File: src/rtl/adc_seq_pkg.sv
package adc_seq_pkg;

  typedef enum logic [1:0] {
    MODE_OFF  = 2'd0,
    MODE_STEP = 2'd1,
    MODE_SW   = 2'd2,
    MODE_CONT = 2'd3
  } seq_mode_e;

  typedef enum logic [2:0] {
    ST_OFF,
    ST_SETTLE,
    ST_IDLE,
    ST_WAIT,
    ST_CONV,
    ST_GAP,
    ST_HOLD
  } seq_state_e;

  localparam int unsigned PERIOD_BASE = 16;
  localparam int unsigned WAIT_SHORT  = 4;
  localparam int unsigned WAIT_LONG   = 8;

endpackage

File: src/rtl/adc_seq_tick.sv
module adc_seq_tick #(
  parameter int unsigned DIV_W = 6
) (
  input  logic             clk_i,
  input  logic             rst_ni,
  input  logic             run_i,
  input  logic             fast_i,
  input  logic [DIV_W-1:0] div_i,
  output logic             tick_o
);

  localparam int unsigned CNT_W = DIV_W + 1;

  logic [CNT_W-1:0] cnt_q;
  logic [CNT_W-1:0] lim;
  logic             wrap;

  // 2*(div+1)-1
  assign lim  = {div_i, 1'b1};
  assign wrap = cnt_q >= lim;

  always_ff @(posedge clk_i or negedge rst_ni) begin
    if (!rst_ni) begin
      cnt_q <= '0;
    end else if (!run_i || fast_i || wrap) begin
      cnt_q <= '0;
    end else begin
      cnt_q <= cnt_q + 1'b1;
    end
  end

  assign tick_o = run_i && (fast_i || wrap);

endmodule

File: src/rtl/adc_seq_fsm.sv
module adc_seq_fsm
  import adc_seq_pkg::*;
#(
  parameter int unsigned RATE_W   = 6,
  parameter int unsigned SETTLE_W = 3,
  parameter int unsigned CHAN_W   = 4
) (
  input  logic                clk_i,
  input  logic                rst_ni,
  input  logic                active_i,
  input  logic                tick_i,
  input  seq_mode_e           mode_i,
  input  logic                sw_start_i,
  input  logic                long_wait_i,
  input  logic [RATE_W-1:0]   rate_i,
  input  logic [SETTLE_W-1:0] settle_i,
  input  logic [CHAN_W-1:0]   chan_i,
  input  logic                conv_done_i,
  output seq_state_e          state_o,
  output logic [CHAN_W-1:0]   chan_o
);

  localparam int unsigned TCNT_W = (SETTLE_W + 3 > 4) ? SETTLE_W + 3 : 4;
  localparam int unsigned PCNT_W = RATE_W + 2;

  seq_state_e          state_q;
  logic [TCNT_W-1:0]   tcnt_q;
  logic [PCNT_W-1:0]   pcnt_q;
  logic [PCNT_W-1:0]   pcnt_inc;
  logic [CHAN_W-1:0]   chan_q;
  logic                sw_pend_q;
  logic [TCNT_W-1:0]   settle_lim;
  logic [TCNT_W-1:0]   wait_lim;
  logic [PCNT_W-1:0]   per_lim;
  logic                go;

  assign settle_lim = TCNT_W'({settle_i, 3'b111});
  assign wait_lim   = long_wait_i ? TCNT_W'(WAIT_LONG - 1) : TCNT_W'(WAIT_SHORT - 1);
  assign per_lim    = PCNT_W'(rate_i) + PCNT_W'(PERIOD_BASE - 1);
  assign pcnt_inc   = (pcnt_q == '1) ? pcnt_q : pcnt_q + 1'b1;

  always_comb begin
    unique case (mode_i)
      MODE_STEP, MODE_CONT: go = 1'b1;
      MODE_SW:              go = sw_pend_q;
      default:              go = 1'b0;
    endcase
  end

  always_ff @(posedge clk_i or negedge rst_ni) begin
    if (!rst_ni) begin
      state_q   <= ST_OFF;
      tcnt_q    <= '0;
      pcnt_q    <= '0;
      chan_q    <= '0;
      sw_pend_q <= 1'b0;
    end else if (!active_i) begin
      state_q   <= ST_OFF;
      tcnt_q    <= '0;
      pcnt_q    <= '0;
      sw_pend_q <= 1'b0;
    end else begin
      unique case (state_q)
        ST_OFF: begin
          state_q <= ST_SETTLE;
          tcnt_q  <= '0;
        end
        ST_SETTLE: begin
          if (tick_i) begin
            if (tcnt_q == settle_lim) begin
              state_q <= ST_IDLE;
              tcnt_q  <= '0;
            end else begin
              tcnt_q <= tcnt_q + 1'b1;
            end
          end
        end
        ST_IDLE: begin
          if (tick_i && go) begin
            state_q   <= ST_WAIT;
            tcnt_q    <= '0;
            pcnt_q    <= '0;
            chan_q    <= chan_i;
            sw_pend_q <= 1'b0;
          end
        end
        ST_WAIT: begin
          if (tick_i) begin
            pcnt_q <= pcnt_inc;
            if (tcnt_q == wait_lim) begin
              state_q <= ST_CONV;
              tcnt_q  <= '0;
            end else begin
              tcnt_q <= tcnt_q + 1'b1;
            end
          end
        end
        ST_CONV: begin
          if (tick_i) pcnt_q <= pcnt_inc;
          if (conv_done_i) begin
            unique case (mode_i)
              MODE_STEP: state_q <= ST_HOLD;
              MODE_CONT: state_q <= ST_GAP;
              default:   state_q <= ST_IDLE;
            endcase
          end
        end
        ST_GAP: begin
          if (tick_i) begin
            if (mode_i != MODE_CONT) begin
              state_q <= ST_IDLE;
            end else if (pcnt_q >= per_lim) begin
              state_q <= ST_WAIT;
              tcnt_q  <= '0;
              pcnt_q  <= '0;
              chan_q  <= chan_i;
            end else begin
              pcnt_q <= pcnt_inc;
            end
          end
        end
        ST_HOLD: begin
          if (mode_i != MODE_STEP) state_q <= ST_IDLE;
        end
        default: state_q <= ST_OFF;
      endcase
      // a trigger seen in any running state is kept until taken
      if (sw_start_i) sw_pend_q <= 1'b1;
    end
  end

  assign state_o = state_q;
  assign chan_o  = chan_q;

endmodule

File: src/rtl/adc_seq_capture.sv
module adc_seq_capture #(
  parameter int unsigned CODE_W = 12
) (
  input  logic              clk_i,
  input  logic              rst_ni,
  input  logic              accept_i,
  input  logic [CODE_W-1:0] code_i,
  output logic              valid_o,
  output logic [CODE_W-1:0] data_o
);

  logic              valid_q;
  logic [CODE_W-1:0] data_q;

  always_ff @(posedge clk_i or negedge rst_ni) begin
    if (!rst_ni) begin
      valid_q <= 1'b0;
      data_q  <= '0;
    end else begin
      valid_q <= accept_i;
      if (accept_i) data_q <= code_i;
    end
  end

  assign valid_o = valid_q;
  assign data_o  = data_q;

endmodule

File: src/rtl/adc_seq_ctrl.sv
module adc_seq_ctrl
  import adc_seq_pkg::*;
#(
  parameter int unsigned DIV_W    = 6,
  parameter int unsigned RATE_W   = 6,
  parameter int unsigned SETTLE_W = 3,
  parameter int unsigned CHAN_W   = 4,
  parameter int unsigned CODE_W   = 12,
  parameter int unsigned NUM_DIG  = 6
) (
  input  logic                clk_i,
  input  logic                rst_ni,
  input  logic [1:0]          mode_i,
  input  logic                en_i,
  input  logic [CHAN_W-1:0]   chan_i,
  input  logic [DIV_W-1:0]    div_i,
  input  logic                fast_i,
  input  logic [RATE_W-1:0]   rate_i,
  input  logic [SETTLE_W-1:0] settle_i,
  input  logic                long_wait_i,
  input  logic                sw_start_i,
  input  logic                conv_done_i,
  input  logic [CODE_W-1:0]   conv_code_i,
  output logic                conv_req_o,
  output logic [CHAN_W-1:0]   conv_chan_o,
  output logic                conv_digital_o,
  output logic                sample_tick_o,
  output logic                busy_o,
  output logic                settled_o,
  output logic                data_valid_o,
  output logic [CODE_W-1:0]   data_o
);

  seq_mode_e         mode;
  seq_state_e        state;
  logic              active;
  logic              run;
  logic              tick;
  logic              accept;
  logic [CHAN_W-1:0] chan_q;

  assign mode   = seq_mode_e'(mode_i);
  assign active = en_i && (mode != MODE_OFF);
  assign run    = active && (state != ST_OFF);

  adc_seq_tick #(
    .DIV_W (DIV_W)
  ) u_tick (
    .clk_i  (clk_i),
    .rst_ni (rst_ni),
    .run_i  (run),
    .fast_i (fast_i),
    .div_i  (div_i),
    .tick_o (tick)
  );

  adc_seq_fsm #(
    .RATE_W   (RATE_W),
    .SETTLE_W (SETTLE_W),
    .CHAN_W   (CHAN_W)
  ) u_fsm (
    .clk_i       (clk_i),
    .rst_ni      (rst_ni),
    .active_i    (active),
    .tick_i      (tick),
    .mode_i      (mode),
    .sw_start_i  (sw_start_i),
    .long_wait_i (long_wait_i),
    .rate_i      (rate_i),
    .settle_i    (settle_i),
    .chan_i      (chan_i),
    .conv_done_i (conv_done_i),
    .state_o     (state),
    .chan_o      (chan_q)
  );

  assign accept = active && (state == ST_CONV) && conv_done_i;

  adc_seq_capture #(
    .CODE_W (CODE_W)
  ) u_cap (
    .clk_i    (clk_i),
    .rst_ni   (rst_ni),
    .accept_i (accept),
    .code_i   (conv_code_i),
    .valid_o  (data_valid_o),
    .data_o   (data_o)
  );

  assign conv_req_o     = (state == ST_CONV);
  assign busy_o         = (state == ST_WAIT) || (state == ST_CONV);
  assign settled_o      = (state != ST_OFF) && (state != ST_SETTLE);
  assign conv_chan_o    = chan_q;
  assign conv_digital_o = chan_q < CHAN_W'(NUM_DIG);
  assign sample_tick_o  = tick;

endmodule

File: config.mk
export PLATFORM = sky130hd
export DESIGN_NAME = adc_seq_ctrl
export DESIGN_NICKNAME = d
export VERILOG_FILES = /design/src/rtl/adc_seq_pkg.sv /design/src/rtl/adc_seq_tick.sv /design/src/rtl/adc_seq_fsm.sv /design/src/rtl/adc_seq_capture.sv /design/src/rtl/adc_seq_ctrl.sv
export SDC_FILE = /design/constraint.sdc
export NUM_CORES = 1
export LEC_CHECK = 0
export BUFFER_PORTS_ARGS = -buffer_cell sky130_fd_sc_hd__buf_4
export CORE_UTILIZATION = 55
export DETAILED_ROUTE_END_ITERATION = 12
export GPL_TIMING_DRIVEN = 1
export PLACE_DENSITY = 0.9
export SYNTH_ARGS = -nofsm -noshare
export SYNTH_HDL_FRONTEND = slang
export SYNTH_HIERARCHICAL = 1
export SYNTH_SLANG_ARGS = --single-unit
export TNS_END_PERCENT = 5
File: constraint.sdc
create_clock -name clk_i -period 6.65 [get_ports clk_i]
set_clock_uncertainty 0.1 [all_clocks]
set_input_delay 0.665 -clock clk_i [delete_from_list [all_inputs] [get_ports clk_i]]
set_output_delay 0.665 -clock clk_i [all_outputs]
set_load 0.05 [all_outputs]
# == After elaboration in Yosys (flattened, before gate mapping) ==
# Cells that the tools add are included.
# op_classes
add_sub_neg,4
magnitude_cmp,3
eq_ne,35
n_mux,43
n_reduce_logical,23
# op_table
operator,count
$mux W8,7
$mux W6,9
$mux W3,12
$ne A3 B2 Y1 const B,11
$pmux W6 S5,1
$pmux W8 S3,1
$pmux W3 S7,1
$mux W4,4
$eq A6 B6 Y1,2
$eq A3 B3 Y1 const B,3
$reduce_and A9 Y1,1
$add A8 B1 Y8 const B,1
$eq A8 B8 Y1 const B,1
$ge A8 B8 Y1,1
$ne A2 B1 Y1 const B,4
$ne A4 B2 Y1 const B,2
$pmux W4 S2,1
$add A6 B4 Y7 const B,1
$add A7 B1 Y7 const B,1
$ge A7 B7 Y1,1
$logic_and A1 B1 Y1,7
$mux W7,1
$reduce_and A7 Y1,1
$add A6 B1 Y6 const B,1
21 further kinds,33
# totals
reg_bits,42

# == Longest topological paths before layout ==
# Gate-level depths: netlist of run 1.
# logic_depth
ltp_word,9
ltp_mapped,11

# == Modules after synthesis ==
# The synthesis of run 1 kept the hierarchy.
# modules_own_cells
mod,n_inst,cells_per_inst,area_each_um2,seq_area_each_um2
adc_seq_fsm,1,190,1731.7,550.5
adc_seq_capture,1,26,509.2,325.3
adc_seq_tick,1,49,493.0,175.2
adc_seq_ctrl,1,8,65.1,0.0

# == Least setup slack after synthesis of run 1 ==
# No wires, ideal clock.
# synth_timing
path_kind,input to register
start,input port div_i[3]
end,register u_fsm.tcnt_q[4]
t_arrival_ns,3.262
slack_ns,3.201
path_stages,11
path_cell_list,inv_1 ha_1 a211oi_1 nor2_1 o21a_1 nand2b_1 a211oi_1 a2111o_1 buf_6 or4b_1 o211ai_1
# synth_between
elab_chain_len,6
elab_cells_between_ends,9
cone_classes,1 x order compare; 4 x eq/ne; 4 x reduce/logical
# synth_rtl
element,line_no,source
from (decl),adc_seq_ctrl.sv:16,"input logic [DIV_W-1:0] div_i,"
$ge A7 B7 Y1 *,adc_seq_tick.sv:20,assign wrap = cnt_q >= lim;
$logic_or A1 B1 Y1 *,adc_seq_tick.sv:32,assign tick_o = run_i && (fast_i || wrap);
$logic_and A1 B1 Y1 *,adc_seq_tick.sv:32,
via sample_tick_o,adc_seq_ctrl.sv:27,"output logic sample_tick_o,"
$logic_and A1 B1 Y1,adc_seq_fsm.sv:79,if (tick_i && go) begin
$ne A3 B2 Y1 (no source line),n/a,
$reduce_and A7 Y1 (no source line) *,n/a,
to (signal assigned),adc_seq_fsm.sv:74,tcnt_q <= tcnt_q + 1'b1;
to (signal assigned),adc_seq_fsm.sv:94,tcnt_q <= tcnt_q + 1'b1;
to (decl),adc_seq_fsm.sv:27,logic [TCNT_W-1:0] tcnt_q;
# The timed path passes the listed nets; every way through them passes the cells marked *.
# A chain may end at the register's enable or synchronous reset.

# == Worst setup path in the final report of run 1 ==
# layout_timing
start,input port mode_i[1]
end,register u_fsm.tcnt_q[4]
# layout_between
elab_chain_len,7
elab_cells_between_ends,20
cone_classes,11 x eq/ne; 2 x mux; 7 x reduce/logical
# layout_rtl
element,line_no,source
from (decl),adc_seq_ctrl.sv:13,"input logic [1:0] mode_i,"
$reduce_bool A2 Y1 *,adc_seq_ctrl.sv:43,assign active = en_i && (mode != MODE_OFF);
$logic_and A1 B1 Y1 *,adc_seq_ctrl.sv:43,
via active,adc_seq_ctrl.sv:36,logic active;
$logic_and A1 B1 Y1 *,adc_seq_ctrl.sv:44,assign run = active && (state != ST_OFF);
via run,adc_seq_ctrl.sv:37,logic run;
$logic_and A1 B1 Y1 *,adc_seq_tick.sv:32,
$logic_and A1 B1 Y1,adc_seq_fsm.sv:79,
$ne A3 B2 Y1 (no source line),n/a,
$reduce_and A7 Y1 (no source line) *,n/a,
# Marked as above.

==> results of run 1 <==
==> per-layer routing <==
metal | vias to the layer above | track usage [%] | wire (µm)
met4 | 0 | 8.76 | 71
met3 | 7 | 4.66 | 428
met5 | - | 0 | 0
met2 | 113 | 43.1 | 3190
met1 | 1185 | 35.5 | 2830
li1 | 1166 | - | -
==> cell usage after synthesis, drive strengths merged (5+ instances only) <==
cell type  instances  share of area, %
a211oi             7               2.2
a21oi             15               3.0
buf                6               1.6
dfrtp             42                38
ha                17               7.6
inv               12               1.6
mux2              17               8.2
nand2             14               1.9
nand2b             5               1.1
nand3             12               2.3
nand3b             5               1.5
nor2              12               1.6
nor3              10               1.8
o211ai             7               1.9
o21a               6               1.6
o21ai             12               2.1
or3                7               1.6
xnor2              5               1.6
xor2               6               1.9
==> logic make-up after synthesis <==
family | Yosys count
multiplexers | 17
buffers and inverters | 20
adder cells (fa/ha/maj) | 17
XOR/XNOR | 11
flip-flops | 42
AND/OR/NAND/NOR | 86
AO/OA/AOI/OAI | 80
==> registers in the layout (all words and copies together) (netlist names) <==
name             cells
u_fsm/tcnt_q         6
u_cap/valid_o        1
u_fsm/sw_pend_q      1
u_fsm/pcnt_q         8
u_cap/data_o        12
u_fsm/state_o        3
u_fsm/chan_o         4
u_tick/cnt_q         7
==> final timing paths <==
| kind | end | from | cells past startpoint | slack (ps) |
|---|---|---|---|---|
| worst min register to register | u_cap/data_o[7] | u_cap/data_o[7] | 1 | 420 |
| worst max register to register | u_fsm/tcnt_q[4] | u_tick/cnt_q[4] | 9 | 3480 |
| max in group asynchronous | u_fsm/state_o[1] | rst_ni | 1 | 5850 |
| min in group clk_i | u_cap/data_o[7] | u_cap/data_o[7] | 1 | 420 |
| worst min-delay path | u_cap/data_o[11] | rst_ni | 1 | 240 |
| worst max-delay path | u_fsm/tcnt_q[4] | mode_i[1] | 9 | 3380 |
==> worst reg2reg max path, cell delays in order (launching register included) <==
cell and delay [ps]:
dfrtp_1 440, ha_1 320, a211oi_1 70, nor2_1 450, o21a_1 340, nand2b_1 170, a211oi_1 70, a2111o_1 510
or4b_1 540, o211ai_1 100
==> report_power, final <==
group | switching, W | internal [W] | leakage (nW)
combinational | 0.0000912 | 0.0000613 | 0.984
sequential | 0.0000154 | 0.000267 | 0.580
clock | 0.0000939 | 0.0000750 | 0.0408
total | 0.000200 | 0.000403 | 1.61
==> per-stage QoR <==
stage	hold slack [ps]	total power [W]	util, %
2_1_floorplan	269	0.000384	-
3_3_place_gp	391	0.000432	68.3
3_5_place_dp	394	0.000438	68.3
4_1_cts	250	0.000606	70.2
5_1_grt	270	0.000630	70.2
6_report	241	0.000604	70.2
==> cell type report <==
| type | count | area share, % |
|---|---|---|
| inverter | 12 | 1.33 |
| clock buffer | 5 | 2.04 |
| clock inverter | 3 | 0.703 |
| multi-input combinational | 211 | 48.8 |
| tap | 67 | 2.48 |
| sequential | 42 | 31.1 |
| timing repair buffer | 61 | 13.5 |
==> results.yml, run 1 <==
route:
  via_count: 2471
  wl_per_cell_um: 16.2
  post-route-drc-count: 0
  drt_pass1_iterations: 5
  first_iter_violations: 193
  wl_um: 6510
  routed_via_density: 6.16
  drtAntennaViolNets: 0
die:
  start_util_pct: 58.1
  dieHeight_um: 73.3
  die_w_um: 73.3
  io_pins: 62
  core_mm2: 0.00482
  die_area_mm2: 0.00538
  num_rows: 25
synth:
  ys_types: 60
  synth-edff-count: 0
  yosys.area_share.simple_pct: 17.6
  synth-seq-area-share_pct: 37.6
  syn_area_per_cell_um2: 10.3
  synth_compound_area_share_pct: 22.1
  synthXorXnorAreaFrac_pct: 3.44
  synth.net_count: 330
  synth-seq-cells: 42
  synthCells: 273
  synth_adder_area_share_pct: 7.60
  netlist_area_mm2: 0.00280
  yosys_warnings: 6
  async_flop_share_pct: 100
  yosys-mux-area-fraction_pct: 8.18
  synth_top_family_by_area: "compound AO/OA/AOI/OAI gates"
  synthFlopType: "dfrtp_1"
worst_setup_path:
  start_kind: "input port"
  path_common_cell: "o21a_1"
  cp.arrival_ps: 3390
  cp_max_fo: 21
  slowest_stage: "o21a_1"
  max_stage_delay_ps: 650
  cp.required_ps: 6770
  path_cells: "buf_4 > o21a_1 > o31a_2 > o21a_1 > nand2b_1 > a211oi_1 > a2111o_1 > or4b_1 > o211ai_1"
  path_delay_family: "compound AO/OA/AOI/OAI gates"
  crit_type: "input port to flip-flop"
  path_buf_inv: 1
  cp-end-kind: "flip-flop"
finish:
  n_fill_cell: 365
  drive_above_1_share_pct: 29.9
  nets: 390
  final_cell_mix: "buf_4 (61), dfrtp_1 (42), ha_1 (17), nand2_1 (14), a21oi_1 (13)"
  final-seq-area_mm2: 0.00105
  stdcell_count: 401
  multi_input_area_mm2: 0.00165
  diodes: 0
  syn_to_final_growth_pct: 20.8
  finalInstanceArea_mm2: 0.00338
  final_common_cell: "buf_4"
global_route:
  grt_start_max_net_pins: 43
  grt_pass1_vias: 2365
  grt.overflow.total: 0
  grt_pass1_wl_um: 10900
  groute.usage.overall_pct: 26.3
  grt_antenna_before_repair: 0
sta:
  layout_setup_ws_ps: 3380
  min_period_over_period_pct: 49.1
  final-hold-violation-count: 0
  finalSetupViolCount: 0
  rsz0062_at_grt: "false"
  slew_viol_final: 0
  max_freq_ghz: 0.306
  maxSlewHeadroom_pct: 47.5
  final.min_clock_period_ps: 3270
  worst_pin_slew_ps: 787
  fin_setup_tns_ps: 0
clocking:
  cts_root_buf: "clkbuf_8"
  h-tree-depth: 2
  post_cts_buffers: 0
  cts_buffers: 5
  clock_latency_ps: 300
  hold_buffers: 0
  cts_tree: "done"
  cts_resized: 0
  cts.sinks: 42
  clkTransAtPathRegs_ps: 90
  ctsLongestPathBuffers: 2
pwr:
  ir_drop_uv: 137
  p_per_area_mw_per_mm2: 179
  p_leak_nw: 1.61
placed_design:
  pre_cts_slack_ps: 3140
  place.port_buffers: 61
  post-dp-hpwl_um: 4790
  gp_congestion: 0.861
  dp_cells: 393
  placed_cell_area_mm2: 0.00329
job:
  max_cap_violations: 0
outcome:
  status: "complete, no violations"
min_path:
  min_path_type: "input port to async pin"
No activity file was read; power rests on OpenSTA's default activity.
==> run 2: changes to the inputs <==
- clock period: 6.65 -> 3.4 ns (I/O delays scaled with it)
==> run 2 against run 1 <==
  * Power grew 97%
  * Core utilization is 0.78 points higher
  * Routed wire length shrank 3.6%
  * Clock power is 98% higher
  * Critical path depth unchanged
  * Combinational power rose by 100%
  * Critical path type is now flip-flop to flip-flop
  * Critical endpoint unchanged
==> results.yml, run 2 (synthesis gave the netlist of run 1 again) <==
worst_setup_path:
  start_kind: "flip-flop"
  critPathLaunch: "u_tick/cnt_q[4]"
  cp_num_cells: 9
  path_cells: "ha_1 > a211oi_1 > nor2_2 > o21a_1 > nand2b_1 > a211oi_1 > a2111o_1 > or4b_1 > o211ai_1"
  path_delay_family: "compound AO/OA/AOI/OAI gates"
  ff2ff_path_depth: 9
  cp-endpoint: "u_fsm/tcnt_q[4]"
  rr_endpoint: "u_fsm/tcnt_q[4]"
  cp.arrival_ps: 3160
  path_buf_inv: 0
  cp_max_fo: 10
  cp.required_ps: 3520
  slowest_stage: "or4b_1"
  max_stage_delay_ps: 540
  crit_type: "flip-flop to flip-flop"
  path_common_cell: "a211oi_1"
  cp-end-kind: "flip-flop"
  ff2ff_setup_slack_ps: 360
  crit-reg2reg-launch: "u_tick/cnt_q[4]"
finish:
  largest_register_ffs: 12
  syn_to_final_growth_pct: 22.1
  nets: 394
  drive_above_1_share_pct: 30.8
  diodes: 0
  final_common_cell: "buf_4"
  final_cell_mix: "buf_4 (64), dfrtp_1 (42), ha_1 (17), nand2_1 (14), a21oi_1 (13)"
  final_util_pct: 71.0
clocking:
  h-tree-depth: 2
  cts_buffers: 5
  ctsLongestPathBuffers: 2
  clock_latency_ps: 290
  cts_tree: "done"
  cts.sinks: 42
  cts_root_buf: "clkbuf_8"
  clkTransAtPathRegs_ps: 80
die:
  io_pins: 62
  start_util_pct: 58.1
  core_mm2: 0.00482
  num_rows: 25
  die_w_um: 73.3
  die_area_mm2: 0.00538
  dieHeight_um: 73.3
pwr:
  clkPwrFrac_pct: 28.2
  ir_drop_uv: 363
  power_frac_seq_pct: 45.5
  switchingPower_w: 0.000378
  swShare_pct: 31.8
  power_frac_comb_pct: 26.3
  power.internal_w: 0.000810
  p_per_area_mw_per_mm2: 348
  p_leak_nw: 1.63
global_route:
  grt_start_max_net_pins: 43
  groute.usage.overall_pct: 26.0
  grt_pass1_wl_um: 10800
  grt_antenna_before_repair: 0
  grt.overflow.total: 0
  grt_pass1_vias: 2428
sta:
  min_period_over_period_pct: 89.5
  maxSlewHeadroom_pct: 52.0
  final.min_clock_period_ps: 3040
  finalSetupViolCount: 0
  rsz0062_at_grt: "false"
  layout_setup_ws_ps: 358
  worst_pin_slew_ps: 720
  slew_viol_final: 0
  fin_setup_tns_ps: 0
  final-hold-violation-count: 0
  max_freq_ghz: 0.329
outcome:
  status: "complete, no violations"
route:
  post-route-drc-count: 0
  via_count: 2415
  drtAntennaViolNets: 0
  first_iter_violations: 259
  routed_via_density: 5.96
  wl_per_cell_um: 15.5
  wl_um: 6280
  drt_pass1_iterations: 4
job:
  max_cap_violations: 0
placed_design:
  post-dp-hpwl_um: 4740
  gp_congestion: 0.890
  pre_cts_slack_ps: 228
  place.port_buffers: 61
min_path:
  min_path_type: "input port to flip-flop"
-- run 2: cell count changes in the layout (fill, tap and decap cells not counted) --
| cell | change |
|---|---|
| buf_4 | +3 |
| clkinvlp_4 | -1 |
| dlygate4sd3_1 | +1 |
| clkinv_2 | +1 |
| nor2_2 | +1 |
| inv_6 | -1 |
| nor2_1 | -1 |
| clkbuf_8 | +1 |
-- run 2: worst register-to-register path, stage by stage (launching register included) --
cell,delay [ps]
dfrtp_1,420
ha_1,320
a211oi_1,100
nor2_2,340
o21a_1,310
nand2b_1,160
a211oi_1,60
a2111o_1,520
or4b_1,540
o211ai_1,100
-- run 2: worst min path at each step --
| stage | startpoint | endpoint | cells past startpoint |
|---|---|---|---|
| detailed placement | rst_ni | u_tick/cnt_q[0] | 1 |
| finish | sw_start_i | u_fsm/sw_pend_q | 2 |
| floorplan | rst_ni | u_cap/data_o[0] | 0 |
| global placement | rst_ni | u_tick/cnt_q[0] | 1 |
| CTS | sw_start_i | u_fsm/sw_pend_q | 2 |
| global route | sw_start_i | u_fsm/sw_pend_q | 2 |
-- run 2: repair_timing --
action / 4_1_cts / 5_1_grt
buffers inserted: 0 / 0
hold buffers: 1 / 0
endpoints found under the hold margin: 42 / 0
resized for setup: 0 / 1
setup endpoints to repair: 0 / 3
-- run 2: cell type report --
cell class	count	area (µm²)
inverter	12	45.0
timing repair buffer	65	490
fill	370	1400
multi-input combinational	211	1650
clock inverter	2	12.5
clock buffer	6	82.6
sequential	42	1050
tap	67	83.8
-- run 2: power by group through the flow --
| stage | Combinational, W | Sequential (W) | Clock, W |
|---|---|---|---|
| 5_1_grt | 0.000338 | 0.000544 | 0.000372 |
| 3_5_place_dp | 0.000311 | 0.000550 | 0 |
| 3_3_place_gp | 0.000301 | 0.000549 | 0 |
| 4_1_cts | 0.000313 | 0.000540 | 0.000347 |
| 2_1_floorplan | 0.000145 | 0.000605 | 0 |
| 6_report | 0.000312 | 0.000541 | 0.000335 |
-- run 2: stage by stage --
stage / hold WS, ps / std cells / cell area, µm² / total power (W)
2_1_floorplan: -55.6 / 273 / 2800 / 0.000750
3_5_place_dp: 261 / 396 / 3310 / 0.000861
3_3_place_gp: 259 / 396 / 3310 / 0.000850
4_1_cts: 151 / 405 / 3420 / 0.00120
6_report: 160 / 405 / 3420 / 0.00119
5_1_grt: 143 / 405 / 3420 / 0.00125
-- run 2: metal layers --
layer	GRT usage [%]	routed length [µm]	vias up	share of wire [%]
met5	0	0	-	0
met3	6.17	389	7	6.2
met4	8.33	53	0	0.84
met1	34.0	2760	1152	44
met2	42.6	3080	86	49
li1	-	-	1170	-
==> run 3: changes to the inputs <==
- CELL_PAD_IN_SITES_DETAIL_PLACEMENT: default -> 1
- CELL_PAD_IN_SITES_GLOBAL_PLACEMENT: default -> 2
- CORE_UTILIZATION: 55 -> 34
- CTS_CLUSTER_SIZE: default -> 8
- PLACE_DENSITY: 0.9 -> 0.89
==> run 3 against run 2 <==
  * Cell count up 8.9%
  * Register-to-register slack got worse by 20 ps
  * Worst setup slack got worse by 23 ps
  * First-iteration DRC count down 67%
  * Global-route usage shrank 9.2 points
  * Critical path depth stayed put
  * Critical endpoint is now u_fsm/tcnt_q[3]
==> results.yml, run 3 (synthesis gave the netlist of run 1 again) <==
outcome:
  status: "complete, no violations"
worst_setup_path:
  crit-reg2reg-launch: "u_tick/cnt_q[4]"
  cp.required_ps: 3480
  critPathLaunch: "u_tick/cnt_q[4]"
  cp.arrival_ps: 3140
  crit_type: "flip-flop to flip-flop"
  start_kind: "flip-flop"
  cp_max_fo: 10
  cp-end-kind: "flip-flop"
sta:
  max_freq_ghz: 0.326
  maxSlewHeadroom_pct: 50.6
  min_period_over_period_pct: 90.2
  layout_setup_ws_ps: 334
  rsz0062_at_grt: "false"
  fin_setup_tns_ps: 0
  finalSetupViolCount: 0
  slew_viol_final: 0
  final-hold-violation-count: 0
  worst_pin_slew_ps: 742
  final.min_clock_period_ps: 3070
die:
  io_pins: 62
  die_area_mm2: 0.00860
  start_util_pct: 35.7
  core_mm2: 0.00785
  num_rows: 32
  dieHeight_um: 92.7
  die_w_um: 92.7
finish:
  largest_register_ffs: 12
  multi_input_area_mm2: 0.00165
  syn_to_final_growth_pct: 23.9
  drive_above_1_share_pct: 30.7
  final_common_cell: "buf_4"
  n_fill_cell: 926
  final-seq-area_mm2: 0.00105
  final_cell_mix: "buf_4 (65), dfrtp_1 (42), ha_1 (17), nand2_1 (14), a21oi_1 (13)"
  diodes: 0
  final_util_pct: 44.2
  nets: 395
route:
  post-route-drc-count: 0
  wl_um: 6950
  drtAntennaViolNets: 0
  via_count: 2416
  wl_per_cell_um: 15.8
  routed_via_density: 5.48
  drt_pass1_iterations: 4
  first_iter_violations: 86
job:
  max_cap_violations: 0
pwr:
  power_frac_seq_pct: 45.1
  clkPwrFrac_pct: 28.5
  power_frac_comb_pct: 26.4
  p_per_area_mw_per_mm2: 346
  p_leak_nw: 1.64
  switchingPower_w: 0.000387
  swShare_pct: 32.3
  ir_drop_uv: 157
  power.internal_w: 0.000811
clocking:
  ctsLongestPathBuffers: 2
  clock_latency_ps: 290
  h-tree-depth: 2
  cts_root_buf: "clkbuf_8"
  cts.sinks: 42
  clkTransAtPathRegs_ps: 80
  cts_tree: "done"
  cts_buffers: 5
global_route:
  groute.usage.overall_pct: 16.7
  grt.overflow.total: 0
  grt_antenna_before_repair: 0
  grt_start_max_net_pins: 43
  grt_pass1_wl_um: 11600
  grt_pass1_vias: 2454
placed_design:
  place.port_buffers: 61
  pre_cts_slack_ps: 320
  post-dp-hpwl_um: 5270
  gp_congestion: 0.768
min_path:
  min_from: "sw_start_i"
  min_path_type: "input port to flip-flop"
run 3: changes by cell type in the layout (fill, tap and decap cells not counted):
| cell | delta |
|---|---|
| nor2_1 | +1 |
| nor2_2 | -1 |
| buf_4 | +1 |
run 3: critical path, cell delays in order, from the launching register on:
cell	delay [ps]
dfrtp_1	430
ha_1	310
a211oi_1	70
nor2_1	430
o21a_1	250
nand2b_1	140
a211oi_1	60
a2111o_1	530
o21a_1	260
o41ai_1	370
run 3: layout make-up:
cell class	count	share of cell area, %
clock inverter	2	0.361
tap	102	3.68
clock buffer	6	2.38
timing repair buffer	66	14.4
sequential	42	30.3
inverter	12	1.30
multi-input combinational	211	47.6
run 3: what timing repair did:
item,4_1_cts,5_1_grt
gates resized for setup,0,0
setup buffers,0,0
hold buffers,1,0
endpoints found under the setup margin,0,0
hold endpoints to repair,42,0
run 3: power by group through the flow:
stage	Sequential, W	Clock, W	Combinational [W]
after floorplan	0.000605	0	0.000145
after global placement	0.000549	0	0.000311
after detailed placement	0.000550	0	0.000317
after CTS	0.000541	0.000355	0.000319
after global routing	0.000544	0.000375	0.000343
final	0.000541	0.000341	0.000316
run 3: worst paths after layout:
kind,to,slack [ps],depth (start not counted)
min in group asynchronous,u_cap/data_o[8],480,2
hold / removal,u_fsm/sw_pend_q,160,2
setup / recovery,u_fsm/tcnt_q[3],330,9
hold reg to reg,u_fsm/chan_o[0],420,1
setup reg to reg,u_fsm/tcnt_q[3],330,9
max in group asynchronous,u_tick/cnt_q[5],2340,2
run 3: stage by stage:
step / instances / area, µm² / power [W] / hold slack (ps)
CTS: 441 / 3470 / 0.00121 / 151
global route: 441 / 3470 / 0.00126 / 150
detailed placement: 432 / 3360 / 0.000867 / 277
finish: 441 / 3470 / 0.00120 / 156
global placement: 432 / 3360 / 0.000860 / 271
floorplan: 273 / 2800 / 0.000750 / -55.6
run 3: routing by layer:
layer | vias up | global-route usage (%) | wire length [µm]
met2 | 46 | 27.6 | 3250
met3 | 5 | 3.12 | 278
met1 | 1194 | 22.7 | 3360
li1 | 1171 | - | -
met4 | 0 | 3.85 | 61
met5 | - | 0 | 0
